--- src/rtl/gfx_pkg.sv ---
package gfx_pkg;
  localparam int CMD_W   = 16;
  localparam int OP_W    = 6;
  localparam int ARG_W   = CMD_W - OP_W;
  localparam int COLOR_W = 8;
  localparam int GLYPH_W = 8;

  localparam logic [OP_W-1:0] OP_SET_X1    = 6'd0;
  localparam logic [OP_W-1:0] OP_SET_Y1    = 6'd1;
  localparam logic [OP_W-1:0] OP_SET_X2    = 6'd2;
  localparam logic [OP_W-1:0] OP_SET_Y2    = 6'd3;
  localparam logic [OP_W-1:0] OP_SET_GLYPH = 6'd4;
  localparam logic [OP_W-1:0] OP_GLYPH     = 6'd5;
  localparam logic [OP_W-1:0] OP_LINE      = 6'd6;
  localparam logic [OP_W-1:0] OP_PLOT      = 6'd7;
  localparam logic [OP_W-1:0] OP_WIPE      = 6'd8;

  typedef enum logic [2:0] {
    ST_IDLE, ST_PLOT, ST_WIPE, ST_LINE_GO, ST_LINE_WAIT, ST_GLYPH_GO, ST_GLYPH_WAIT
  } gfx_state_e;
endpackage

--- src/rtl/gfx_rst_sync.sv ---
module gfx_rst_sync (
  input  logic clk,
  input  logic rst_n_i,
  output logic rst_n_o
);
  logic [1:0] sync_q;

  always_ff @(posedge clk or negedge rst_n_i) begin
    if (!rst_n_i) sync_q <= 2'b00;
    else          sync_q <= {sync_q[0], 1'b1};
  end

  assign rst_n_o = sync_q[1];
endmodule

--- src/rtl/gfx_coord_regs.sv ---
module gfx_coord_regs #(
  parameter int ARG_W   = 10,
  parameter int GLYPH_W = 8,
  parameter int N_CRD   = 4
) (
  input  logic                       clk,
  input  logic                       rst_n,
  input  logic                       ld_en_i,
  input  logic [2:0]                 ld_sel_i,
  input  logic [ARG_W-1:0]           ld_val_i,
  output logic [N_CRD-1:0][ARG_W-1:0] crd_o,
  output logic [GLYPH_W-1:0]         glyph_o
);
  for (genvar i = 0; i < N_CRD; i++) begin : g_crd
    logic [ARG_W-1:0] r_q;
    logic             r_en;
    always_comb r_en = ld_en_i && (ld_sel_i == 3'(i));
    always_ff @(posedge clk or negedge rst_n) begin
      if (!rst_n)    r_q <= '0;
      else if (r_en) r_q <= ld_val_i;
    end
    assign crd_o[i] = r_q;
  end

  logic glyph_en;
  logic [GLYPH_W-1:0] glyph_q;
  always_comb glyph_en = ld_en_i && (ld_sel_i == 3'(N_CRD));
  always_ff @(posedge clk or negedge rst_n) begin
    if (!rst_n)        glyph_q <= '0;
    else if (glyph_en) glyph_q <= ld_val_i[GLYPH_W-1:0];
  end
  assign glyph_o = glyph_q;
endmodule

--- src/rtl/gfx_wipe_sweep.sv ---
module gfx_wipe_sweep #(
  parameter int H_RES = 640,
  parameter int V_RES = 480,
  parameter int CW    = 10
) (
  input  logic          clk,
  input  logic          rst_n,
  input  logic          start_i,
  input  logic          step_i,
  output logic [CW-1:0] x_o,
  output logic [CW-1:0] y_o,
  output logic          last_o
);
  localparam logic [CW-1:0] X_LAST = CW'(H_RES - 1);
  localparam logic [CW-1:0] Y_LAST = CW'(V_RES - 1);

  logic [CW-1:0] x_q, y_q, x_d, y_d;
  logic          row_end;

  always_comb begin
    row_end = (x_q == X_LAST);
    last_o  = row_end && (y_q == Y_LAST);
    x_d = x_q;
    y_d = y_q;
    if (start_i) begin
      x_d = '0;
      y_d = '0;
    end else if (step_i && !last_o) begin
      if (row_end) begin
        x_d = '0;
        y_d = y_q + 1'b1;
      end else begin
        x_d = x_q + 1'b1;
      end
    end
  end

  always_ff @(posedge clk or negedge rst_n) begin
    if (!rst_n) begin
      x_q <= '0;
      y_q <= '0;
    end else begin
      x_q <= x_d;
      y_q <= y_d;
    end
  end

  assign x_o = x_q;
  assign y_o = y_q;

  assert_wipe_bounds_R5: assert property (@(posedge clk) disable iff (!rst_n)
    step_i |-> (x_q < CW'(H_RES)) && (y_q < CW'(V_RES)));

  assert_wipe_order_R5: assert property (@(posedge clk) disable iff (!rst_n)
    (step_i && $past(step_i) && !$past(last_o)) |->
      ((x_q == $past(x_q) + 1'b1 && y_q == $past(y_q)) ||
       (x_q == '0 && y_q == $past(y_q) + 1'b1)));
endmodule

--- src/rtl/gfx_cmd_front.sv ---
module gfx_cmd_front
  import gfx_pkg::*;
#(
  parameter int H_RES = 640,
  parameter int V_RES = 480
) (
  input  logic               clk,
  input  logic               rst_n,
  input  logic [CMD_W-1:0]   cmd_i,
  input  logic               cmd_valid_i,
  output logic               cmd_done_o,
  output logic               pix_we_o,
  output logic [ARG_W-1:0]   pix_x_o,
  output logic [ARG_W-1:0]   pix_y_o,
  output logic [COLOR_W-1:0] pix_color_o,
  output logic [ARG_W-1:0]   eng_x1_o,
  output logic [ARG_W-1:0]   eng_y1_o,
  output logic [ARG_W-1:0]   eng_x2_o,
  output logic [ARG_W-1:0]   eng_y2_o,
  output logic [COLOR_W-1:0] eng_color_o,
  output logic [GLYPH_W-1:0] glyph_o,
  output logic               line_start_o,
  input  logic               line_done_i,
  output logic               char_start_o,
  input  logic               char_done_i
);
  localparam int N_CRD = 4;

  logic rst_n_s;
  gfx_rst_sync u_rst (.clk(clk), .rst_n_i(rst_n), .rst_n_o(rst_n_s));

  logic [OP_W-1:0]  op;
  logic [ARG_W-1:0] arg;
  assign op  = cmd_i[CMD_W-1:ARG_W];
  assign arg = cmd_i[ARG_W-1:0];

  gfx_state_e st_q, st_d;
  logic valid_q, done_q, done_d, fin;
  logic accept, ld_en, col_en;
  logic [COLOR_W-1:0] col_q;

  always_comb begin
    accept = (st_q == ST_IDLE) && cmd_valid_i && !valid_q && !done_q;
    ld_en  = accept && (op <= OP_SET_GLYPH);
    col_en = accept && (op == OP_GLYPH || op == OP_LINE || op == OP_PLOT);
  end

  logic [N_CRD-1:0][ARG_W-1:0] crd;
  gfx_coord_regs #(.ARG_W(ARG_W), .GLYPH_W(GLYPH_W), .N_CRD(N_CRD)) u_regs (
    .clk(clk), .rst_n(rst_n_s), .ld_en_i(ld_en), .ld_sel_i(op[2:0]),
    .ld_val_i(arg), .crd_o(crd), .glyph_o(glyph_o)
  );

  logic wipe_start, wipe_step, wipe_last;
  logic [ARG_W-1:0] wx, wy;
  assign wipe_start = accept && (op == OP_WIPE);
  assign wipe_step  = (st_q == ST_WIPE);
  gfx_wipe_sweep #(.H_RES(H_RES), .V_RES(V_RES), .CW(ARG_W)) u_sweep (
    .clk(clk), .rst_n(rst_n_s), .start_i(wipe_start), .step_i(wipe_step),
    .x_o(wx), .y_o(wy), .last_o(wipe_last)
  );

  always_comb begin
    st_d = st_q;
    fin  = 1'b0;
    case (st_q)
      ST_IDLE: if (accept) begin
        case (op)
          OP_PLOT:  st_d = ST_PLOT;
          OP_WIPE:  st_d = ST_WIPE;
          OP_LINE:  st_d = ST_LINE_GO;
          OP_GLYPH: st_d = ST_GLYPH_GO;
          default:  fin  = 1'b1;
        endcase
      end
      ST_PLOT:       begin st_d = ST_IDLE; fin = 1'b1; end
      ST_WIPE:       if (wipe_last) begin st_d = ST_IDLE; fin = 1'b1; end
      ST_LINE_GO:    st_d = ST_LINE_WAIT;
      ST_LINE_WAIT:  if (line_done_i) begin st_d = ST_IDLE; fin = 1'b1; end
      ST_GLYPH_GO:   st_d = ST_GLYPH_WAIT;
      ST_GLYPH_WAIT: if (char_done_i) begin st_d = ST_IDLE; fin = 1'b1; end
      default:       st_d = ST_IDLE;
    endcase
    if (fin)                         done_d = 1'b1;
    else if (done_q && !cmd_valid_i) done_d = 1'b0;
    else                             done_d = done_q;
  end

  always_ff @(posedge clk or negedge rst_n_s) begin
    if (!rst_n_s) begin
      st_q    <= ST_IDLE;
      done_q  <= 1'b0;
      valid_q <= 1'b0;
    end else begin
      st_q    <= st_d;
      done_q  <= done_d;
      valid_q <= cmd_valid_i;
    end
  end

  always_ff @(posedge clk or negedge rst_n_s) begin
    if (!rst_n_s)    col_q <= '0;
    else if (col_en) col_q <= arg[COLOR_W-1:0];
  end

  assign cmd_done_o   = done_q;
  assign pix_we_o     = (st_q == ST_PLOT) || (st_q == ST_WIPE);
  assign pix_x_o      = (st_q == ST_WIPE) ? wx : crd[0];
  assign pix_y_o      = (st_q == ST_WIPE) ? wy : crd[1];
  assign pix_color_o  = (st_q == ST_WIPE) ? '0 : col_q;
  assign eng_x1_o     = crd[0];
  assign eng_y1_o     = crd[1];
  assign eng_x2_o     = crd[2];
  assign eng_y2_o     = crd[3];
  assign eng_color_o  = col_q;
  assign line_start_o = (st_q == ST_LINE_GO);
  assign char_start_o = (st_q == ST_GLYPH_GO);

  assert_done_release_R8: assert property (@(posedge clk) disable iff (!rst_n_s)
    $fell(cmd_done_o) |-> !$past(cmd_valid_i));

  assert_done_hold_R8: assert property (@(posedge clk) disable iff (!rst_n_s)
    (cmd_done_o && cmd_valid_i) |=> cmd_done_o);

  assert_strobe_excl_R6: assert property (@(posedge clk) disable iff (!rst_n_s)
    $onehot0({pix_we_o, line_start_o, char_start_o}));

  assert_line_pulse_R6: assert property (@(posedge clk) disable iff (!rst_n_s)
    line_start_o |=> !line_start_o);

  assert_glyph_pulse_R7: assert property (@(posedge clk) disable iff (!rst_n_s)
    char_start_o |=> !char_start_o);

  assert_unknown_quiet_R10: assert property (@(posedge clk) disable iff (!rst_n_s)
    (accept && op > OP_WIPE) |=> (cmd_done_o && !pix_we_o && !line_start_o && !char_start_o));

  assert_no_reissue_R9: assert property (@(posedge clk) disable iff (!rst_n_s)
    (cmd_done_o && cmd_valid_i) |=> !pix_we_o && !line_start_o && !char_start_o);
endmodule

--- config.mk ---
export PLATFORM = sky130hd
export DESIGN_NAME = gfx_cmd_front
export DESIGN_NICKNAME = d
export VERILOG_FILES = /design/src/rtl/gfx_pkg.sv /design/src/rtl/gfx_rst_sync.sv /design/src/rtl/gfx_coord_regs.sv /design/src/rtl/gfx_wipe_sweep.sv /design/src/rtl/gfx_cmd_front.sv
export SDC_FILE = /design/constraint.sdc
export NUM_CORES = 1
export LEC_CHECK = 0
export BUFFER_PORTS_ARGS = -buffer_cell sky130_fd_sc_hd__buf_2
export CAP_MARGIN = 10
export CORE_ASPECT_RATIO = 0.9
export CORE_MARGIN = 2
export CORE_UTILIZATION = 57
export CTS_CLUSTER_DIAMETER = 40
export CTS_CLUSTER_SIZE = 10
export DETAILED_ROUTE_END_ITERATION = 6
export PLACE_DENSITY = 0.9
export SLEW_MARGIN = 20
export SYNTH_ARGS = -nofsm -noshare
export SYNTH_HDL_FRONTEND = slang
export SYNTH_HIERARCHICAL = 1
export SYNTH_SLANG_ARGS = --single-unit
--- constraint.sdc ---
create_clock -name clk -period 3.61 [get_ports clk]
set_input_delay 0.361 -clock clk [delete_from_list [all_inputs] [get_ports clk]]
set_output_delay 0.361 -clock clk [all_outputs]
set_load 0.1 [all_outputs]
==> impl_metrics.json <==
{
  "gp_congestion": 0.931,
  "r2r-start": "st_q[1]$_DFFE_PN0P_",
  "cts_buffers": 9,
  "syn-num-nets": 358,
  "num_antenna_cells": 0,
  "end_kind": "primary output",
  "max_stage_delay_ns": 0.66,
  "clkSlewWorstSetupHoldPaths_ns": 0.08,
  "async_flop_share": 1.00,
  "cp.arrival_ns": 2.54,
  "dieArea_um2": 8250,
  "grt_max_degree": 82,
  "cts_tree": "built",
  "clock_path_buffers": 2,
  "critPathKind": "reg -> out",
  "final_antenna_net_count": 0,
  "netlist_top_cells_area": "dfrtp_1 48%, mux2_4 13%, mux2_2 10%",
  "finalCritPeriodShare": 0.803,
  "dp_hpwl_um": 7130,
  "setup_viol": 0,
  "hold_viol_final": 0,
  "tns_ns": 0,
  "synthesis.area_um2": 4300,
  "initial_core_util": 0.578,
  "critical_path_cell_count": 4,
  "cts_resized": 0,
  "min_path_cells": 1,
  "cts_sinks": 83,
  "report.final.slew_viol_count": 0,
  "cp_max_fo": 31,
  "yosys.area.top_type": "dfrtp_1",
  "grt_pass1_vias": 2991,
  "routed_wl_um": 10100,
  "grt_pass1_wl_um": 15600,
  "clk_latency_ns": 0.36,
  "cp-start-kind": "register",
  "crit_family": "simple AND/OR/NAND/NOR gates",
  "final_layout_size_suffix_gt1_frac": 0.504,
  "path_cells": "nand2b_1, nor2_4, mux2_2, buf_2",
  "grt-ovfl-total": 0,
  "power_density_nw_per_um2": 637,
  "fin_nets": 466,
  "slew_headroom": 0.441,
  "peakVddDrop_uv": 324,
  "antenna_found_initial": 0,
  "p_leak_nw": 2.63,
  "setup.worst_path.start": "st_q[1]$_DFFE_PN0P_",
  "route.vias.total": 3201,
  "tightest_slew_ns": 0.836,
  "htreeDepth": 3,
  "synth_flop_cell": "dfrtp_1",
  "dieHeight_um": 86.4,
  "portBuffers": 108,
  "dr.pass1.iters": 4,
  "yosysUniqueCellTypes": 66,
  "status": "finished clean",
  "skew_ns": 0.0133,
  "yosysSeqAreaShare": 0.484,
  "dieWidth_um": 95.5,
  "yosysWarnings": 6,
  "fillCellCount": 527,
  "synth-seq-cells": 83,
  "pin_count": 109,
  "yosysTopAreaCellShare": 0.484,
  "p_total_mw": 3.25,
  "slowest_stage": "nor2_4",
  "synthToLayoutAreaGrowth_pct": 19.0,
  "reg2reg_to": "u_sweep/y_o[3]$_DFFE_PN0P_",
  "rsz0062_at_grt": "false",
  "core_area_um2": 7430,
  "fmax_mhz": 345,
  "grt_usage": 0.250,
  "period_minus_slack_ns": 2.90,
  "crit_required_ns": 3.25,
  "synth_enable_flop_cells": 0,
  "reg2regPathDepth": 5,
  "hold_path.class": "in -> reg",
  "drc": 0,
  "syn_inst": 335,
  "drt_iter0_markers": 165,
  "routed_via_density": 5.88,
  "max_cap_viol_count": 0,
  "avgSynthCellArea_um2": 12.8,
  "endpoint": "pix_y_o[5]",
  "root_buffer": "clkbuf_8",
  "rows": 30,
  "wl_per_cell_um": 18.5,
  "path_buf_inv": 1,
  "r2r_slack_ns": 0.92
}
-- flip-flops by register name, summed over array words and instances, names as in the netlist --
signal,flops
u_rst/sync_q,2
u_regs/glyph_o,8
cmd_done_o,1
u_sweep/x_o,10
eng_color_o,8
u_sweep/y_o,10
u_regs/g_crd.r_q,40
valid_q,1
st_q,3
-- logic make-up after synthesis --
family	count (synthesis)	share of synthesized area
other cells	1	0.000873
flops	83	0.484
simple gates	97	0.159
compound gates	47	0.0717
buf+inv	22	0.0338
fa+ha+maj	2	0.00582
xor+xnor	5	0.0102
mux	78	0.235
-- report_power, final --
part	internal (mW)	leakage [nW]	switching, mW
Combinational	0.300	1.47	1.06
Clock	0.345	0.0995	0.354
Sequential	1.04	1.06	0.151
-- through the flow --
stage	hold slack (ns)	setup slack [ns]	utilization	area, um2	instances
2_1_floorplan	0.0654	0.370	-	4300	335
3_3_place_gp	0.145	1.19	0.655	4870	526
3_5_place_dp	0.151	0.984	0.655	4870	526
4_1_cts	0.122	0.697	0.685	5090	543
5_1_grt	0.121	0.532	0.688	5110	544
6_report	0.137	0.712	0.688	5110	544
-- final cells by class --
type | instances | area [um2] | area share
sequential | 83 | 2080 | 0.407
multi-input combinational | 230 | 2080 | 0.407
timing repair buffer | 114 | 601 | 0.118
clock buffer | 10 | 138 | 0.0269
tap | 96 | 120 | 0.0235
clock inverter | 6 | 71.3 | 0.0140
inverter | 5 | 18.8 | 0.00367
-- synth_stat cells, types with 5 or more instances --
cell type	n
nand2_1	14
nor2b_1	8
buf_2	5
inv_1	5
nor2_1	9
or3_1	5
and3_1	6
dfrtp_1	83
o21ai_0	10
buf_6	6
mux2_2	39
mux2_4	36
a21oi_1	16
nand3_1	8
-- worst min-delay path by stage --
stage / from / end
2_1_floorplan: rst_n / u_rst/sync_q[0]$_DFF_PN0_
3_3_place_gp: rst_n / u_rst/sync_q[0]$_DFF_PN0_
3_5_place_dp: rst_n / u_rst/sync_q[0]$_DFF_PN0_
4_1_cts: cmd_valid_i / valid_q$_DFF_PN0_
5_1_grt: cmd_valid_i / valid_q$_DFF_PN0_
6_report: cmd_valid_i / valid_q$_DFF_PN0_
-- timing repair --
item / 4_1_cts / 5_1_grt
setup buffers: 0 / 0
hold endpoints to repair: 2 / 0
hold buffers: 1 / 0
-- routing by layer --
layer / GRT usage / vias up / wire length, um
met5: 0 / - / 0
met4: 0.0649 / 0 / 127
met3: 0.0696 / 8 / 791
met2: 0.401 / 151 / 4820
met1: 0.337 / 1581 / 4340
li1: - / 1461 / -
-- cells in the final DEF, fill, tap and decap left out, types with 6 or more instances in the layout --
master	synthesis	routed
buf_2	5	108
dfrtp_1	83	82
mux2_2	39	39
mux2_4	36	36
a21oi_1	16	16
nand2_1	14	14
o21ai_0	10	10
clkbuf_8	0	10
nor2b_1	8	8
nor2_1	9	8
nand3_1	8	8
and3_1	6	6
(Power assumes the default switching activity.)
